--- src/rtl/smr_pkg.sv ---
package smr_pkg;
    localparam int BYTE_W = 8;

    typedef enum logic [1:0] {
        CK_IDLE,
        CK_HIGH,
        CK_LOW
    } ck_state_t;
endpackage

--- src/rtl/smr_bitclk.sv ---
module smr_bitclk
    import smr_pkg::*;
#(
    parameter int DATA_W = BYTE_W
) (
    input  logic              clk,
    input  logic              rst_n,
    input  logic              run,
    input  logic              baud_tick,
    input  logic              nine_bit,
    input  logic              sdata,
    output logic              sclk,
    output logic              word_done,
    output logic [DATA_W:0]   word_data
);
    localparam int WORD_W = DATA_W + 1;
    localparam int CNT_W  = $clog2(WORD_W + 1);

    ck_state_t          state, state_nxt;
    logic [CNT_W-1:0]   bit_cnt;
    logic [CNT_W-1:0]   last_idx;
    logic [WORD_W-1:0]  shreg;
    logic               sample;

    assign last_idx = nine_bit ? CNT_W'(DATA_W) : CNT_W'(DATA_W - 1);

    // state register
    always_ff @(posedge clk) begin
        if (!rst_n) begin
            state <= CK_IDLE;
        end else begin
            state <= state_nxt;
        end
    end

    // next-state logic
    always_comb begin
        state_nxt = state;
        unique case (state)
            CK_IDLE: if (run && baud_tick) state_nxt = CK_HIGH;
            CK_HIGH: begin
                if (!run)           state_nxt = CK_IDLE;
                else if (baud_tick) state_nxt = CK_LOW;
            end
            CK_LOW: begin
                if (!run)           state_nxt = CK_IDLE;
                else if (baud_tick) state_nxt = CK_HIGH;
            end
            default: state_nxt = CK_IDLE;
        endcase
    end

    // outputs
    always_comb begin
        sclk      = (state == CK_HIGH);
        sample    = (state == CK_HIGH) && run && baud_tick;
        word_done = sample && (bit_cnt == last_idx);
        for (int i = 0; i < WORD_W; i++) begin
            word_data[i] = (CNT_W'(i) == bit_cnt) ? sdata : shreg[i];
        end
        if (!nine_bit) word_data[DATA_W] = 1'b0;
    end

    // bit counter and shift storage
    always_ff @(posedge clk) begin
        if (!rst_n) begin
            bit_cnt <= '0;
            shreg   <= '0;
        end else begin
            if (!run || word_done) begin
                bit_cnt <= '0;
            end else if (sample) begin
                bit_cnt <= bit_cnt + 1'b1;
            end
            if (sample) shreg[bit_cnt] <= sdata;
        end
    end
endmodule

--- src/rtl/smr_fifo.sv ---
module smr_fifo #(
    parameter int W     = 9,
    parameter int DEPTH = 2
) (
    input  logic         clk,
    input  logic         rst_n,
    input  logic         push,
    input  logic         pop,
    input  logic [W-1:0] din,
    output logic [W-1:0] head,
    output logic         empty,
    output logic         full
);
    localparam int PW = (DEPTH > 1) ? $clog2(DEPTH) : 1;
    localparam int CW = $clog2(DEPTH + 1);

    logic [W-1:0]  mem [DEPTH];
    logic [PW-1:0] rd_ptr, wr_ptr;
    logic [CW-1:0] level;
    logic          pop_ok, push_ok;

    assign empty   = (level == '0);
    assign full    = (level == CW'(DEPTH));
    assign pop_ok  = pop && !empty;
    assign push_ok = push && (!full || pop_ok);
    assign head    = mem[rd_ptr];

    function automatic logic [PW-1:0] ptr_next(input logic [PW-1:0] p);
        return (p == PW'(DEPTH - 1)) ? '0 : p + 1'b1;
    endfunction

    always_ff @(posedge clk) begin
        if (!rst_n) begin
            rd_ptr <= '0;
            wr_ptr <= '0;
            level  <= '0;
            for (int i = 0; i < DEPTH; i++) mem[i] <= '0;
        end else begin
            if (push_ok) begin
                mem[wr_ptr] <= din;
                wr_ptr      <= ptr_next(wr_ptr);
            end
            if (pop_ok) rd_ptr <= ptr_next(rd_ptr);
            if (push_ok && !pop_ok)      level <= level + 1'b1;
            else if (pop_ok && !push_ok) level <= level - 1'b1;
        end
    end
endmodule

--- src/rtl/sync_master_rx.sv ---
module sync_master_rx
    import smr_pkg::*;
#(
    parameter int DATA_W     = BYTE_W,
    parameter int FIFO_DEPTH = 2
) (
    input  logic              clk,
    input  logic              rst_n,
    input  logic              baud_tick,
    input  logic              cont_en,
    input  logic              single_set,
    input  logic              single_clr,
    input  logic              nine_bit_en,
    input  logic              sdata,
    input  logic              rd_pop,
    output logic              sclk,
    output logic              single_on,
    output logic              rx_pending,
    output logic              overrun,
    output logic [DATA_W-1:0] head_data,
    output logic              head_bit9
);
    localparam int WORD_W = DATA_W + 1;

    logic              run;
    logic              word_done;
    logic [WORD_W-1:0] word_data;
    logic [WORD_W-1:0] head_word;
    logic              fifo_empty, fifo_full;
    logic              accept, lost;
    logic              cont_q;

    assign run    = (cont_en || single_on) && !overrun;
    assign accept = word_done && (!fifo_full || (rd_pop && !fifo_empty));
    assign lost   = word_done && !accept;

    smr_bitclk #(.DATA_W(DATA_W)) u_bitclk (
        .clk       (clk),
        .rst_n     (rst_n),
        .run       (run),
        .baud_tick (baud_tick),
        .nine_bit  (nine_bit_en),
        .sdata     (sdata),
        .sclk      (sclk),
        .word_done (word_done),
        .word_data (word_data)
    );

    smr_fifo #(.W(WORD_W), .DEPTH(FIFO_DEPTH)) u_fifo (
        .clk   (clk),
        .rst_n (rst_n),
        .push  (accept),
        .pop   (rd_pop),
        .din   (word_data),
        .head  (head_word),
        .empty (fifo_empty),
        .full  (fifo_full)
    );

    always_ff @(posedge clk) begin
        if (!rst_n) begin
            single_on <= 1'b0;
            overrun   <= 1'b0;
            cont_q    <= 1'b0;
        end else begin
            cont_q <= cont_en;
            if (single_set)                  single_on <= 1'b1;
            else if (single_clr)             single_on <= 1'b0;
            else if (word_done && !cont_en)  single_on <= 1'b0;
            if (lost)                        overrun <= 1'b1;
            else if (cont_q && !cont_en)     overrun <= 1'b0;
        end
    end

    assign rx_pending = !fifo_empty;
    assign head_data  = head_word[DATA_W-1:0];
    assign head_bit9  = head_word[DATA_W];
endmodule

--- config.mk ---
export PLATFORM = sky130hd
export DESIGN_NAME = sync_master_rx
export DESIGN_NICKNAME = d
export VERILOG_FILES = /design/src/rtl/smr_pkg.sv /design/src/rtl/smr_bitclk.sv /design/src/rtl/smr_fifo.sv /design/src/rtl/sync_master_rx.sv
export SDC_FILE = /design/constraint.sdc
export NUM_CORES = 1
export LEC_CHECK = 0
export BUFFER_PORTS_ARGS = -buffer_cell sky130_fd_sc_hd__buf_2
export CELL_PAD_IN_SITES_DETAIL_PLACEMENT = 0
export CELL_PAD_IN_SITES_GLOBAL_PLACEMENT = 2
export CORE_ASPECT_RATIO = 0.7
export CORE_MARGIN = 8
export CORE_UTILIZATION = 40
export DETAILED_ROUTE_END_ITERATION = 6
export PLACE_DENSITY = 0.93
export SETUP_SLACK_MARGIN = 0.05
export SLEW_MARGIN = 10
export SYNTH_ARGS = -nofsm -noshare
export SYNTH_HDL_FRONTEND = slang
export SYNTH_SLANG_ARGS = --single-unit
--- constraint.sdc ---
create_clock -name clk -period 4.58 [get_ports clk]
set_input_delay 0.458 -clock clk [delete_from_list [all_inputs] [get_ports clk]]
set_output_delay 0.458 -clock clk [all_outputs]
set_load 0.02 [all_outputs]
; ---- Yosys cells after proc, flatten, opt, wreduce, memory -nomap -nowiden
; Memory sizes are Yosys's and may differ from the RTL's. A register that Yosys moved wholly into a read port is not among the register bits.
; Cells that the tools add are included.
[classes]
n_eq_ne = 15
bitwise_logic = 1
reduce_logical = 34
n_mux = 38
addsub = 5
order_cmp = 2
[ops]
columns = operator, n
row1 = $mux W1, 26
row2 = $eq A3 B4 Y1 const A, 4
row3 = $logic_and A1 B1 Y1, 14
row4 = $mux W2, 7
row5 = $bwmux W9, 1
row6 = $mux W9, 1
row7 = $reduce_or A9 Y1, 1
row8 = $eq A2 B4 Y1 const A, 2
row9 = $logic_not A1 Y1, 8
row10 = $ne A3 B3 Y1 const B, 2
row11 = $pmux W2 S3, 1
row12 = $lt A4 B5 Y1 const B, 1
row13 = $add A4 B1 Y4 const B, 1
row14 = $demux W1 S4, 1
row15 = $eq A1 B4 Y1 const A, 1
row16 = $eq A2 B2 Y1 const B, 2
row17 = $eq A4 B4 Y1, 1
row18 = $eq A4 B4 Y1 const A, 1
row19 = $ge A4 B1 Y1 const B, 1
row20 = $logic_not A2 Y1, 2
row21 = $logic_not A4 Y1, 1
row22 = $mux W4, 1
row23 = $reduce_bool A2 Y1, 2
row24 = $logic_or A1 B1 Y1, 3
row25 = other kinds (9), 10
[totals]
ram_bits = 18
word_cells = 105
output_inout_bits = 13
input_bits = 9
mem_count = 1
ff_bits = 22
[memory_table]
columns = memory, words, width, read_ports, rd_ports_with_merged_regs, write_ports, line
row1 = u_fifo.mem, 2, 9, 1, 1, 2, smr_fifo.sv:17  ; logic [W-1:0] mem [DEPTH];

; ---- Logic depth before layout (Yosys ltp)
[depth]
ltp_word = 12
mapped_depth = 10
ltp_nobuf = 8

; ---- Cells and area by module
; A second synthesis with hierarchy kept.
[unflattened]
hier_cells = 194
hier_area_um2 = 2098.3
[modules_own_cells]
columns = module, seq_area_each_um2, cells_per_inst, n_inst, area_each_um2
row1 = smr_fifo, 640.6, 74, 1, 1041.0
row2 = smr_bitclk, 300.3, 103, 1, 922.1
row3 = sync_master_rx, 60.1, 17, 1, 135.1

; ---- Worst setup path before layout
; Ideal clock, no wire load.
[synth_timing]
kind = register to register
startpoint = register single_on
endpoint = register u_fifo.level[1]
arrival_time_ps = 2145
path_buffers = 1
path_stages_with_launch = 9
setup_time_ps = 70
synth_period_minus_slack_ps = 2215
t_required_ps = 4510
slack_ps = 2365
cell_sequence = dfxtp_1 > o21bai_1 > or2_1 > buf_2 > or3_1 > inv_1 > ha_1 > or3_1 > a21oi_1
[synth_between]
elab_chain_cells = 10
word_cells_on_any_way = 12
cone_classes = mux (1) / reduce/logical (11)
[synth_rtl]
columns = element, line
row1 = start: declaration, sync_master_rx.sv:17  ; output logic single_on,
row2 = start signal: assignment, sync_master_rx.sv:62  ; single_on <= 1'b0;
row3 = start signal: assignment, sync_master_rx.sv:67  ; if (single_set) single_on <= 1'b1;
row4 = start signal: assignment, sync_master_rx.sv:68  ; else if (single_clr) single_on <= 1'b0;
row5 = $logic_or A1 B1 Y1 *, sync_master_rx.sv:33  ; assign run = (cont_en || single_on) && !overrun;
row6 = $logic_and A1 B1 Y1 *, sync_master_rx.sv:33
row7 = $logic_and A1 B1 Y1 * (2 in series), smr_bitclk.sv:56  ; sample = (state == CK_HIGH) && run && baud_tick;
row8 = $logic_and A1 B1 Y1 *, smr_bitclk.sv:57  ; word_done = sample && (bit_cnt == last_idx);
row9 = $logic_and A1 B1 Y1 *, sync_master_rx.sv:34  ; assign accept = word_done && (!fifo_full || (rd_pop && !fifo_empty));
row10 = $logic_and A1 B1 Y1 *, smr_fifo.sv:25  ; assign push_ok = push && (!full || pop_ok);
row11 = named net u_fifo.push_ok, smr_fifo.sv:20  ; logic pop_ok, push_ok;
row12 = $logic_not A1 Y1, smr_fifo.sv:45  ; else if (pop_ok && !push_ok) level <= level - 1'b1;
row13 = $logic_and A1 B1 Y1, smr_fifo.sv:45
row14 = $reduce_bool A2 Y1 (no line), n/a
row15 = end signal: assignment, smr_fifo.sv:44  ; if (push_ok && !pop_ok) level <= level + 1'b1;
row16 = end signal: assignment, smr_fifo.sv:45
row17 = end: declaration, smr_fifo.sv:19  ; logic [CW-1:0] level;
; The timed path passes the listed nets; every way through them passes the cells marked *.
; A chain may end at the register's enable or synchronous reset.

==> tab_implementation.tex <==
\begin{tabular}{lr}
\hline
Metric & Value \\
\hline
\multicolumn{2}{l}{\textbf{Clock network}} \\
Latest clock arrival within the worst-skew pair & 290 ps \\
CTS HTree Levels & 2 \\
Deepest clock path buffer count & 2 \\
Count of cells resized by post-cts repair & 0 \\
CTS clk-pin slew, worst paths & 80 ps \\
Post-CTS setup buffer count & 0 \\
Clock Tree Root & sky130\_fd\_sc\_hd\_\_clkbuf\_8 \\
CTS buffer count & 5 \\
Number of buffers inserted by hold repair at cts & 0 \\
TritonCTS clock tree & yes \\
Number of clock sinks seen by CTS & 41 \\
\multicolumn{2}{l}{\textbf{Yosys}} \\
Post-synthesis area per instance & 10.2 um2 \\
Area share of the largest cell type after synthesis & 0.266 \\
FF+latch count, synth & 41 \\
EDFF count, synth & 18 \\
Ranking of synthesized cells by instance count & sky130\_fd\_sc\_hd\_\_nand2\_1, sky130\_fd\_sc\_hd\_\_nor2\_1, sky130\_fd\_sc\_hd\_\_dfxtp\_1, sky130\_fd\_sc\_hd\_\_mux2i\_1, sky130\_fd\_sc\_hd\_\_edfxtp\_1 \\
Proportion of synthesized chip area in sequential cells & 0.492 \\
Top cells by area in the synthesized netlist & sky130\_fd\_sc\_hd\_\_edfxtp\_1, sky130\_fd\_sc\_hd\_\_dfxtp\_1, sky130\_fd\_sc\_hd\_\_mux2i\_1 \\
Number of warnings printed during yosys synthesis & 0 \\
Primary FF master, synth & sky130\_fd\_sc\_hd\_\_dfxtp\_1 \\
Netlist cell types & 35 \\
Share of synthesized flip-flops with an asynchronous set or reset & 0 \\
Cell type contributing the most total cell area after synthesis & sky130\_fd\_sc\_hd\_\_edfxtp\_1 \\
Cell with the most instances after synthesis & sky130\_fd\_sc\_hd\_\_nand2\_1 \\
Gate Count Post-Synth & 199 \\
Syn Nets & 213 \\
Summed instance area of the synthesized netlist & 2040 um2 \\
\multicolumn{2}{l}{\textbf{Power}} \\
Power spent charging and discharging nets & 157 uW \\
Power per cell area & 320 nW/um2 \\
Seq pwr share & 0.545 \\
Internal power component & 566 uW \\
Share of total power in combinational logic & 0.059 \\
Overall power & 723 uW \\
Clock Power Share & 0.396 \\
Leakage dissipation & 0.913 nW \\
Switching part of the total power & 0.217 \\
Peak VDD IR & 0.125 mV \\
\multicolumn{2}{l}{\textbf{Die}} \\
Initial core utilization & 0.421 \\
Vertical die dimension & 75.7 um \\
Core region area & 4830 um2 \\
Num rows & 21 \\
Area of the die & 7660 um2 \\
Die boundary width & 101 um \\
IO Count & 22 \\
\multicolumn{2}{l}{\textbf{Timing}} \\
Pins over their slew limit & 0 \\
Sum of negative setup slack & 0 ps \\
Final period demand of the worst path & 2330 ps \\
Fmax & 0.429 GHz \\
Setup-failing EPs final & 0 \\
Final Hold Vio Count & 0 \\
Final clock skew & 5.69 ps \\
Period utilisation layout & 0.509 \\
Actual slew at the worst max-slew pin & 808 ps \\
RSZ-0062 raised after global routing & no \\
Max\_slew headroom & 0.460 \\
\multicolumn{2}{l}{\textbf{Final layout}} \\
Layout overhead on the synthesized area & 11.1\% \\
Antenna diode count & 0 \\
Number of nets in the final layout & 229 \\
Share of post-route cells with drive strength above 1 & 0.213 \\
Fillers & 476 \\
\multicolumn{2}{l}{\textbf{Worst setup path}} \\
Biggest fanout along the worst timing path & 11 \\
Crit path arrival time & 2250 ps \\
Worst path required time & 4500 ps \\
Sort of element at the end of the critical path & flip-flop \\
Worst Setup Start Kind & flip-flop \\
CP Class & flip-flop to flip-flop \\
\multicolumn{2}{l}{\textbf{Status}} \\
Run status & finished clean \\
\multicolumn{2}{l}{\textbf{Global routing}} \\
Initial antenna violation count & 0 \\
Overflow left after global routing & 0 \\
Global-route total usage across every layer & 0.107 \\
Wire length of the first global-routing pass & 6290 um \\
Maximum number of pins on one net before global-route repair & 20 \\
Vias in the first global route & 1286 \\
\multicolumn{2}{l}{\textbf{Placement}} \\
Placed wire-length estimate & 2790 um \\
Gp weighted congestion & 0.705 \\
Count of input and output buffers & 21 \\
\multicolumn{2}{l}{\textbf{Hold path}} \\
Type of the worst min-delay path & input pin to flip-flop \\
\multicolumn{2}{l}{\textbf{Detailed routing}} \\
Total Routed Length & 3760 um \\
Vias per cell & 4.69 \\
Drc violations & 0 \\
First-pass DRT Iterations & 4 \\
ANT nets after route & 0 \\
Detailed router's first-iteration violation count & 75 \\
Vias after detailed routing & 1338 \\
Average wire length per cell after detail routing & 13.2 um \\
\multicolumn{2}{l}{\textbf{Job}} \\
Max-capacitance violation count & 0 \\
\hline
\end{tabular}
[power groups by stage]
stage / Sequential, mW / Combinational, mW / Clock [mW]
after detailed placement: 0.403 / 0.0434 / 0
after CTS: 0.394 / 0.0435 / 0.293
final: 0.394 / 0.0427 / 0.286
after global placement: 0.403 / 0.0428 / 0
after floorplan: 0.402 / 0.0291 / 0
after global routing: 0.395 / 0.0472 / 0.310
[worst paths after layout]
check                           slack (ps)                              to  depth (start not counted)                        startpoint
worst max-delay path                  2250  u_fifo.mem[1][7]$_SDFFCE_PN0P_                          4  u_bitclk.bit_cnt[2]$_SDFFE_PP0P_
worst min-delay path                   350          single_on$_SDFFE_PN0P_                          2                        single_clr
worst max register to register        2250  u_fifo.mem[1][7]$_SDFFCE_PN0P_                          4  u_bitclk.bit_cnt[2]$_SDFFE_PP0P_
worst min register to register         460  u_bitclk.shreg[1]$_SDFFE_PN0P_                          2    u_bitclk.shreg[1]$_SDFFE_PN0P_
[per-stage QoR]
step	area (um2)	instances	utilization	setup slack, ps	hold WS [ps]
finish	2260	285	0.468	2250	347
detailed placement	2150	277	0.445	2020	457
CTS	2260	285	0.468	2190	341
global placement	2150	277	0.445	2170	448
global route	2260	285	0.468	2080	342
floorplan	2040	199	-	2370	438
[layout make-up]
cell class / count / area (um2) / area share
sequential: 41 / 1000 / 0.443
timing repair buffer: 21 / 105 / 0.0465
clock buffer: 5 / 68.8 / 0.0304
multi-input combinational: 138 / 928 / 0.411
tap: 69 / 86.3 / 0.0382
clock inverter: 3 / 41.3 / 0.0183
inverter: 8 / 30.0 / 0.0133
[critical path, stage by stage (launching register included)]
cell                        delay (ps)
sky130_fd_sc_hd__dfxtp_1           510
sky130_fd_sc_hd__nand4b_1          210
sky130_fd_sc_hd__a2bb2oi_2         240
sky130_fd_sc_hd__or3_1             390
sky130_fd_sc_hd__o21ai_1           610
[cell usage in the layout, fill, tap and decap left out, types with 2 or more instances in the layout]
master                     netlist  routed
sky130_fd_sc_hd__xor2_1          2       2
sky130_fd_sc_hd__nor2_1         24      24
sky130_fd_sc_hd__or4_4           2       2
sky130_fd_sc_hd__dfxtp_1        23      23
sky130_fd_sc_hd__a31oi_1         2       2
sky130_fd_sc_hd__clkbuf_8        0       5
sky130_fd_sc_hd__nor3_1          4       4
sky130_fd_sc_hd__o21ai_1         2       2
sky130_fd_sc_hd__mux2_2         10      10
sky130_fd_sc_hd__inv_1           8       8
sky130_fd_sc_hd__or3_1           2       2
sky130_fd_sc_hd__nand4b_1        2       2
sky130_fd_sc_hd__o21ai_0         3       3
sky130_fd_sc_hd__edfxtp_1       18      18
sky130_fd_sc_hd__and2_1          2       2
sky130_fd_sc_hd__nand3b_1        3       3
sky130_fd_sc_hd__or2_2           2       2
sky130_fd_sc_hd__nand3_1        11      11
sky130_fd_sc_hd__mux2i_1        19      19
sky130_fd_sc_hd__buf_2           1      21
sky130_fd_sc_hd__ha_1            5       5
sky130_fd_sc_hd__nand2_1        27      27
sky130_fd_sc_hd__a21oi_1         5       5
[logic make-up (layout without fill, tap and decap cells)]
kind of cell | Yosys count | count (layout) | share of synthesized area
and+or+nand+nor | 85 | 85 | 0.215
DFF | 41 | 41 | 0.492
muxes | 29 | 29 | 0.149
buffers and inverters | 20 | 37 | 0.0522
AOI/OAI and AO/OA | 16 | 16 | 0.0492
adders and majority gates | 5 | 5 | 0.0307
xor gates and xnor gates | 3 | 3 | 0.0129
[per-layer routing]
metal	vias to the layer above	track usage	part of all wire
met3	7	0.0374	0.067
met4	0	0.0394	0.0096
met2	29	0.144	0.38
met1	589	0.152	0.54
met5	-	0	0
li1	713	-	-
[sequential cells by signal, indices dropped and copies added, names as in the netlist, 2 cells and up, named ones only]
name	cells
u_bitclk.state	2
u_fifo.mem	18
u_bitclk.shreg	9
u_bitclk.bit_cnt	4
u_fifo.level	2
Power figures use the tool's default switching activity.
